===== src/rtl/spi_req_pkg.sv =====
// Shared constants for the SPI request router.
// Assumes six conditions with a fixed bit order. Software and the DMA hookup
// decode this order, so it must not change.
package spi_req_pkg;
    localparam int NCOND    = 6;
    localparam int C_EOQ    = 0;  // end of queue (event)
    localparam int C_TXFILL = 1;  // transmit room (level)
    localparam int C_TC     = 2;  // transfer complete (event)
    localparam int C_TXUF   = 3;  // transmit underflow (event)
    localparam int C_RXDRN  = 4;  // receive data (level)
    localparam int C_RXOV   = 5;  // receive overflow (event)

    // Flags that are sticky; the remaining flags follow a level.
    localparam logic [NCOND-1:0] EVENT_MASK = 6'b101101;

    // Flags that may be steered to a DMA line.
    localparam logic [NCOND-1:0] ROUTE_MASK = 6'b010010;
endpackage


===== src/rtl/spi_req_cond.sv =====
// Condition detector: turns strobes and FIFO counts into one raw vector.
// Event bits are one-cycle set strobes. Level bits are the current FIFO
// condition. Assumes the counts never exceed DEPTH.
module spi_req_cond
    import spi_req_pkg::*;
#(
    parameter int DEPTH = 4,
    localparam int CW   = $clog2(DEPTH + 1)
) (
    input  logic             frame_done,
    input  logic             eoq_cmd,
    input  logic             xfer_start_ext,
    input  logic             rx_frame_in,
    input  logic             slave_mode,
    input  logic             spi_fmt,
    input  logic [CW-1:0]    tx_count,
    input  logic [CW-1:0]    rx_count,
    output logic [NCOND-1:0] cond_now
);
    localparam logic [CW-1:0] FULL = CW'(DEPTH);

    // Build the raw condition vector from the current inputs.
    always_comb begin
        cond_now           = '0;
        cond_now[C_EOQ]    = frame_done & eoq_cmd;
        cond_now[C_TXFILL] = tx_count < FULL;
        cond_now[C_TC]     = frame_done;
        cond_now[C_TXUF]   = xfer_start_ext & slave_mode & spi_fmt & (tx_count == '0);
        cond_now[C_RXDRN]  = rx_count != '0;
        cond_now[C_RXOV]   = rx_frame_in & (rx_count >= FULL);
    end
endmodule


===== src/rtl/spi_req_flags.sv =====
// Flag bank: one register per condition.
// Event flags are sticky and cleared by write-one-to-clear; a set wins over
// a clear in the same cycle. Level flags copy their condition every cycle
// and ignore clearing writes.
module spi_req_flags
    import spi_req_pkg::*;
(
    input  logic             clk,
    input  logic             rst_n,
    input  logic [NCOND-1:0] cond_now,
    input  logic             clr_we,
    input  logic [NCOND-1:0] clr_wdata,
    output logic [NCOND-1:0] flag_q
);
    for (genvar i = 0; i < NCOND; i++) begin : g_flag
        if (EVENT_MASK[i]) begin : g_sticky
            // Sticky event flag with set priority over clear.
            always_ff @(posedge clk) begin
                if (!rst_n)
                    flag_q[i] <= 1'b0;
                else if (cond_now[i])
                    flag_q[i] <= 1'b1;
                else if (clr_we && clr_wdata[i])
                    flag_q[i] <= 1'b0;
            end
        end else begin : g_level
            // Level flag tracking the FIFO condition.
            always_ff @(posedge clk) begin
                if (!rst_n)
                    flag_q[i] <= 1'b0;
                else
                    flag_q[i] <= cond_now[i];
            end
        end
    end
endmodule


===== src/rtl/spi_req_route.sv =====
// Request router: gates each flag with its enable and steers the routable
// ones to either the interrupt or the DMA line. All outputs are registered.
// The combined interrupt line is built from the same next-state values, so
// it lines up with the per-condition lines.
module spi_req_route
    import spi_req_pkg::*;
(
    input  logic             clk,
    input  logic             rst_n,
    input  logic [NCOND-1:0] flag_q,
    input  logic [NCOND-1:0] en_q,
    input  logic             tx_to_dma,
    input  logic             rx_to_dma,
    output logic [NCOND-1:0] irq,
    output logic             irq_any,
    output logic             dma_tx_fill,
    output logic             dma_rx_drain
);
    logic [NCOND-1:0] to_dma;
    logic [NCOND-1:0] active;
    logic [NCOND-1:0] irq_nxt;
    logic [NCOND-1:0] dma_nxt;

    // Spread the two route bits over the condition vector.
    always_comb begin
        to_dma           = '0;
        to_dma[C_TXFILL] = tx_to_dma;
        to_dma[C_RXDRN]  = rx_to_dma;
    end

    assign active = flag_q & en_q;

    for (genvar i = 0; i < NCOND; i++) begin : g_split
        if (ROUTE_MASK[i]) begin : g_routable
            assign irq_nxt[i] = active[i] & ~to_dma[i];
            assign dma_nxt[i] = active[i] &  to_dma[i];
        end else begin : g_irq_only
            assign irq_nxt[i] = active[i];
            assign dma_nxt[i] = 1'b0;
        end
    end

    // Register every request output.
    always_ff @(posedge clk) begin
        if (!rst_n) begin
            irq          <= '0;
            irq_any      <= 1'b0;
            dma_tx_fill  <= 1'b0;
            dma_rx_drain <= 1'b0;
        end else begin
            irq          <= irq_nxt;
            irq_any      <= |irq_nxt;
            dma_tx_fill  <= dma_nxt[C_TXFILL];
            dma_rx_drain <= dma_nxt[C_RXDRN];
        end
    end
endmodule


===== src/rtl/spi_req_router.sv =====
// Top of the SPI status flag and request router.
// Holds the enable and route registers and connects the condition detector,
// the flag bank and the request router. Assumes the write strobes are
// single-cycle and the FIFO counts are synchronous to clk.
module spi_req_router
    import spi_req_pkg::*;
#(
    parameter int DEPTH = 4,
    localparam int CW   = $clog2(DEPTH + 1)
) (
    input  logic             clk,
    input  logic             rst_n,
    input  logic             frame_done,
    input  logic             eoq_cmd,
    input  logic             xfer_start_ext,
    input  logic             rx_frame_in,
    input  logic             slave_mode,
    input  logic             spi_fmt,
    input  logic [CW-1:0]    tx_count,
    input  logic [CW-1:0]    rx_count,
    input  logic             en_we,
    input  logic [NCOND-1:0] en_wdata,
    input  logic             sel_we,
    input  logic [1:0]       sel_wdata,
    input  logic             clr_we,
    input  logic [NCOND-1:0] clr_wdata,
    output logic [NCOND-1:0] flags,
    output logic [NCOND-1:0] irq,
    output logic             irq_any,
    output logic             dma_tx_fill,
    output logic             dma_rx_drain
);
    logic [NCOND-1:0] cond_now;
    logic [NCOND-1:0] en_q;
    logic [1:0]       sel_q;

    // Enable and route registers, loaded by their write strobes.
    always_ff @(posedge clk) begin
        if (!rst_n) begin
            en_q  <= '0;
            sel_q <= '0;
        end else begin
            if (en_we)  en_q  <= en_wdata;
            if (sel_we) sel_q <= sel_wdata;
        end
    end

    spi_req_cond #(.DEPTH(DEPTH)) u_cond (
        .frame_done     (frame_done),
        .eoq_cmd        (eoq_cmd),
        .xfer_start_ext (xfer_start_ext),
        .rx_frame_in    (rx_frame_in),
        .slave_mode     (slave_mode),
        .spi_fmt        (spi_fmt),
        .tx_count       (tx_count),
        .rx_count       (rx_count),
        .cond_now       (cond_now)
    );

    spi_req_flags u_flags (
        .clk       (clk),
        .rst_n     (rst_n),
        .cond_now  (cond_now),
        .clr_we    (clr_we),
        .clr_wdata (clr_wdata),
        .flag_q    (flags)
    );

    spi_req_route u_route (
        .clk          (clk),
        .rst_n        (rst_n),
        .flag_q       (flags),
        .en_q         (en_q),
        .tx_to_dma    (sel_q[0]),
        .rx_to_dma    (sel_q[1]),
        .irq          (irq),
        .irq_any      (irq_any),
        .dma_tx_fill  (dma_tx_fill),
        .dma_rx_drain (dma_rx_drain)
    );
endmodule


===== config.mk =====
export PLATFORM = sky130hd
export DESIGN_NAME = spi_req_router
export DESIGN_NICKNAME = d
export VERILOG_FILES = /design/src/rtl/spi_req_pkg.sv /design/src/rtl/spi_req_cond.sv /design/src/rtl/spi_req_flags.sv /design/src/rtl/spi_req_route.sv /design/src/rtl/spi_req_router.sv
export SDC_FILE = /design/constraint.sdc
export NUM_CORES = 1
export LEC_CHECK = 0
export ABC_CLOCK_PERIOD_IN_PS = 1200
export CAP_MARGIN = 20
export CORE_AREA = 2 2 55 57
export CTS_BUF_LIST = sky130_fd_sc_hd__clkbuf_4 sky130_fd_sc_hd__clkbuf_8 sky130_fd_sc_hd__clkbuf_16
export CTS_CLUSTER_SIZE = 12
export DETAILED_ROUTE_END_ITERATION = 12
export DIE_AREA = 0 0 57 59
export HOLD_SLACK_MARGIN = 0.12
export MAX_ROUTING_LAYER = met4
export SLEW_MARGIN = 20
export SYNTH_ARGS = -nofsm -noshare
export SYNTH_HDL_FRONTEND = slang
export SYNTH_SLANG_ARGS = --single-unit

===== constraint.sdc =====
create_clock -name clk -period 1.2 [get_ports clk]
set_input_delay 0.18 -clock clk [delete_from_list [all_inputs] [get_ports clk]]
set_output_delay 0.18 -clock clk [all_outputs]
set_load 0.005 [all_outputs]

==> summary.md <==
| Metric | Value |
|---|---|
| DRC | `0` |
| Endpoints failing hold | `0` |
| Number of I/O pins | `46` |
| Core area | `2710 um2` |
| Largest net degree at the start of global routing | `15` |
| R2r endpoint | `u_route.irq_any` |
| Power Density | `1035 nW/um2` |
| Peak supply drop | `0.7337 mV` |
| Ant diodes | `0` |
| Nets | `158` |
| Hold path cells | `3` |
| Cell area after synthesis | `802.0 um2` |
| Leakage | `0.6219 nW` |
| Clock Sinks | `23` |
| R2r startpoint | `u_flags.flag_q[2]` |
| Die H | `59 um` |
| Max-slew violation count | `0` |
| Worst Setup Start Kind | `flop` |
| Row cnt | `19` |
| Fmax | `924.0 MHz` |
| DR WL/cell | `11.88 um` |
| First-pass GRT wire length | `3174 um` |
| Yosys top cell by area | `dfxtp_1` |
| Grt ovf | `0` |
| Avg Vias per Cell | `4.516` |
| Register area share after synthesis | `0.5741` |
| Slew @ Worst Pin | `187.1 ps` |
| Die X | `57 um` |
| Post-route ant nets | `0` |
| Setup_tns | `0 ps` |
| Iter 0 DRT Violations | `2` |
| Synth area leaders | `dfxtp_1 57%, mux2i_1 10%, nor2b_1 9.4%` |
| WP buf/inv | `1` |
| CTS tree | `built` |
| Hold path endpoint | `u_flags.flag_q[3]` |
| Starting Density | `0.2959` |
| Tcrit/Tclk final | `0.9019` |
| Final wirelength | `1865 um` |
| Status | `completed` |
| # fillers | `288` |
| Initial antenna violation count | `0` |
| Total CTS buffers | `3` |
| Syn_nets | `104` |
| CTS H-tree depth | `1` |
| Detailed Place HPWL | `1451 um` |
| R2r setup slk | `220 ps` |
| Bufs on Longest Clock Path | `2` |
| Drt pass-1 iters | `2` |
| Max cap viols | `0` |
| Setup crit end kind | `output port` |
| Root buf cell | `clkbuf_4` |
| Clk_lat worst skew | `300 ps` |
| Layout cells sized above 1 | `0.1746` |
| Vias in the first global route | `780` |
| Crit-path slowest cell | `dfxtp_2` |
| Worst stage delay on the critical path | `340 ps` |
| Overall Power | `1.407 mW` |
| Hold wc startpoint | `slave_mode` |
| Rel. slew slack | `0.8750` |
| Final Critical Period | `1082 ps` |
| Critical path class | `flop to output port` |
| Worst Skew | `1.230 ps` |
| Clk slew on worst S/H paths | `120 ps` |
| CP max FO | `2` |
| WP data required | `1020 ps` |
| Synth Instances | `73` |
| Worst min path class | `input pin to flop` |
| Port Buffer Count | `43` |
| Synth cell types | `17` |
| RD Place Congestion | `0.6787` |
| Synth Warn # | `0` |
| Area growth syn-to-layout | `69.42%` |
| Yosys reg bits | `23` |
| RSZ-0062 raised after global routing | `no` |
| CP arrival | `900 ps` |
| Final setup viols | `0` |
| Die area | `3363 um2` |
| Total GRT Usage | `0.1252` |
| FF-to-FF path depth | `4` |
| CP top delay family | `flip-flops` |
| Top-area cell type share of the netlist area | `0.5741` |
| CP Cell Sequence | `dlygate4sd2_1` |
| Mean Syn Cell Area | `10.99 um2` |
| Via count | `709` |
## cell families after synthesis
kind of cell,count (synthesis),share of synthesized area
multiplexers,8,0.09985
AO/OA/AOI/OAI,9,0.08113
AND/OR/NAND/NOR,30,0.2278
flip-flops,23,0.5741
buffers and inverters,3,0.01716
## placed cells by master (no fill, tap or decap), types with 2 or more instances in the layout
| cell type | instances |
|---|---|
| nand2_1 | 8 |
| dfxtp_1 | 15 |
| dlygate4sd2_1 | 15 |
| and4_1 | 2 |
| a22oi_1 | 4 |
| nor3b_1 | 2 |
| dfxtp_2 | 8 |
| and3_1 | 4 |
| nor2b_1 | 12 |
| clkdlybuf4s50_1 | 28 |
| buf_4 | 8 |
| clkbuf_4 | 4 |
| mux2i_1 | 8 |
## metal layers
| metal | vias to the layer above | track usage | wire [um] |
|---|---|---|---|
| met3 | 2 | 0.02620 | 130 |
| met4 | 0 | 0.04983 | 17 |
| met2 | 27 | 0.2200 | 929 |
| li1 | 360 | - | - |
| met1 | 320 | 0.1392 | 787 |
| met5 | - | - | 0 |
## repair_timing
item / in CTS / in global routing
hold buffers: 0 / 0
gates resized for setup: 23 / 0
buffers inserted: 4 / 0
setup endpoints to repair: 15 / 0
## synth_stat cells (all sizes together)
| cell type | instances |
|---|---|
| a21boi | 1 |
| a21oi | 1 |
| a22oi | 4 |
| and3 | 4 |
| and4 | 2 |
| buf | 2 |
| clkbuf | 1 |
| dfxtp | 23 |
| mux2i | 8 |
| nand2 | 8 |
| nand3 | 1 |
| nor2b | 12 |
| nor3b | 2 |
| nor4b | 1 |
| o21a | 1 |
| o22ai | 1 |
| o31a | 1 |
## area by class of cell
type | count | area [um2] | area share
clock buffers | 4 | 30.03 | 0.02210
flip-flops and latches | 23 | 470.5 | 0.3462
well taps | 31 | 38.79 | 0.02855
multi-input cells | 47 | 327.8 | 0.2413
repair buffers | 52 | 491.7 | 0.3619
## worst max-delay path by stage
| stage | start | to | cells after the start |
|---|---|---|---|
| after floorplan | u_flags.flag_q[0] | u_route.irq_any | 3 |
| after global placement | tx_count[1] | u_flags.flag_q[3] | 4 |
| after detailed placement | tx_count[1] | u_flags.flag_q[3] | 4 |
| after CTS | u_flags.flag_q[3] | flags[3] | 1 |
| after global routing | u_flags.flag_q[5] | flags[5] | 1 |
| final | u_flags.flag_q[3] | flags[3] | 1 |
## per-stage QoR
stage | setup WS [ps] | utilization | std cells | hold slack [ps] | cell area [um2]
finish | 117.8 | 0.5014 | 157 | 428.2 | 1359
global route | 73.21 | 0.5014 | 157 | 444.6 | 1359
CTS | 105.7 | 0.5014 | 157 | 426.3 | 1359
detailed placement | 8.993 | 0.4825 | 149 | 470.6 | 1308
global placement | 27.29 | 0.4825 | 149 | 468.9 | 1308
floorplan | 383.3 | - | 73 | 251.6 | 802.0
## report_power, final
group	internal, mW	switching [mW]	leakage, nW
clock	0.152	0.218	0.0184
sequential	0.798	0.0186	0.191
combinational	0.155	0.0654	0.412
total	1.10	0.302	0.622
## registers in the layout (all words and copies together), names as in the netlist
| name | count |
|---|---|
| u_route.irq | 6 |
| u_flags.flag_q | 6 |
| u_route.dma_tx_fill | 1 |
| en_q | 6 |
| u_route.dma_rx_drain | 1 |
| sel_q | 2 |
| u_route.irq_any | 1 |
Power figures use the tool's default switching activity.
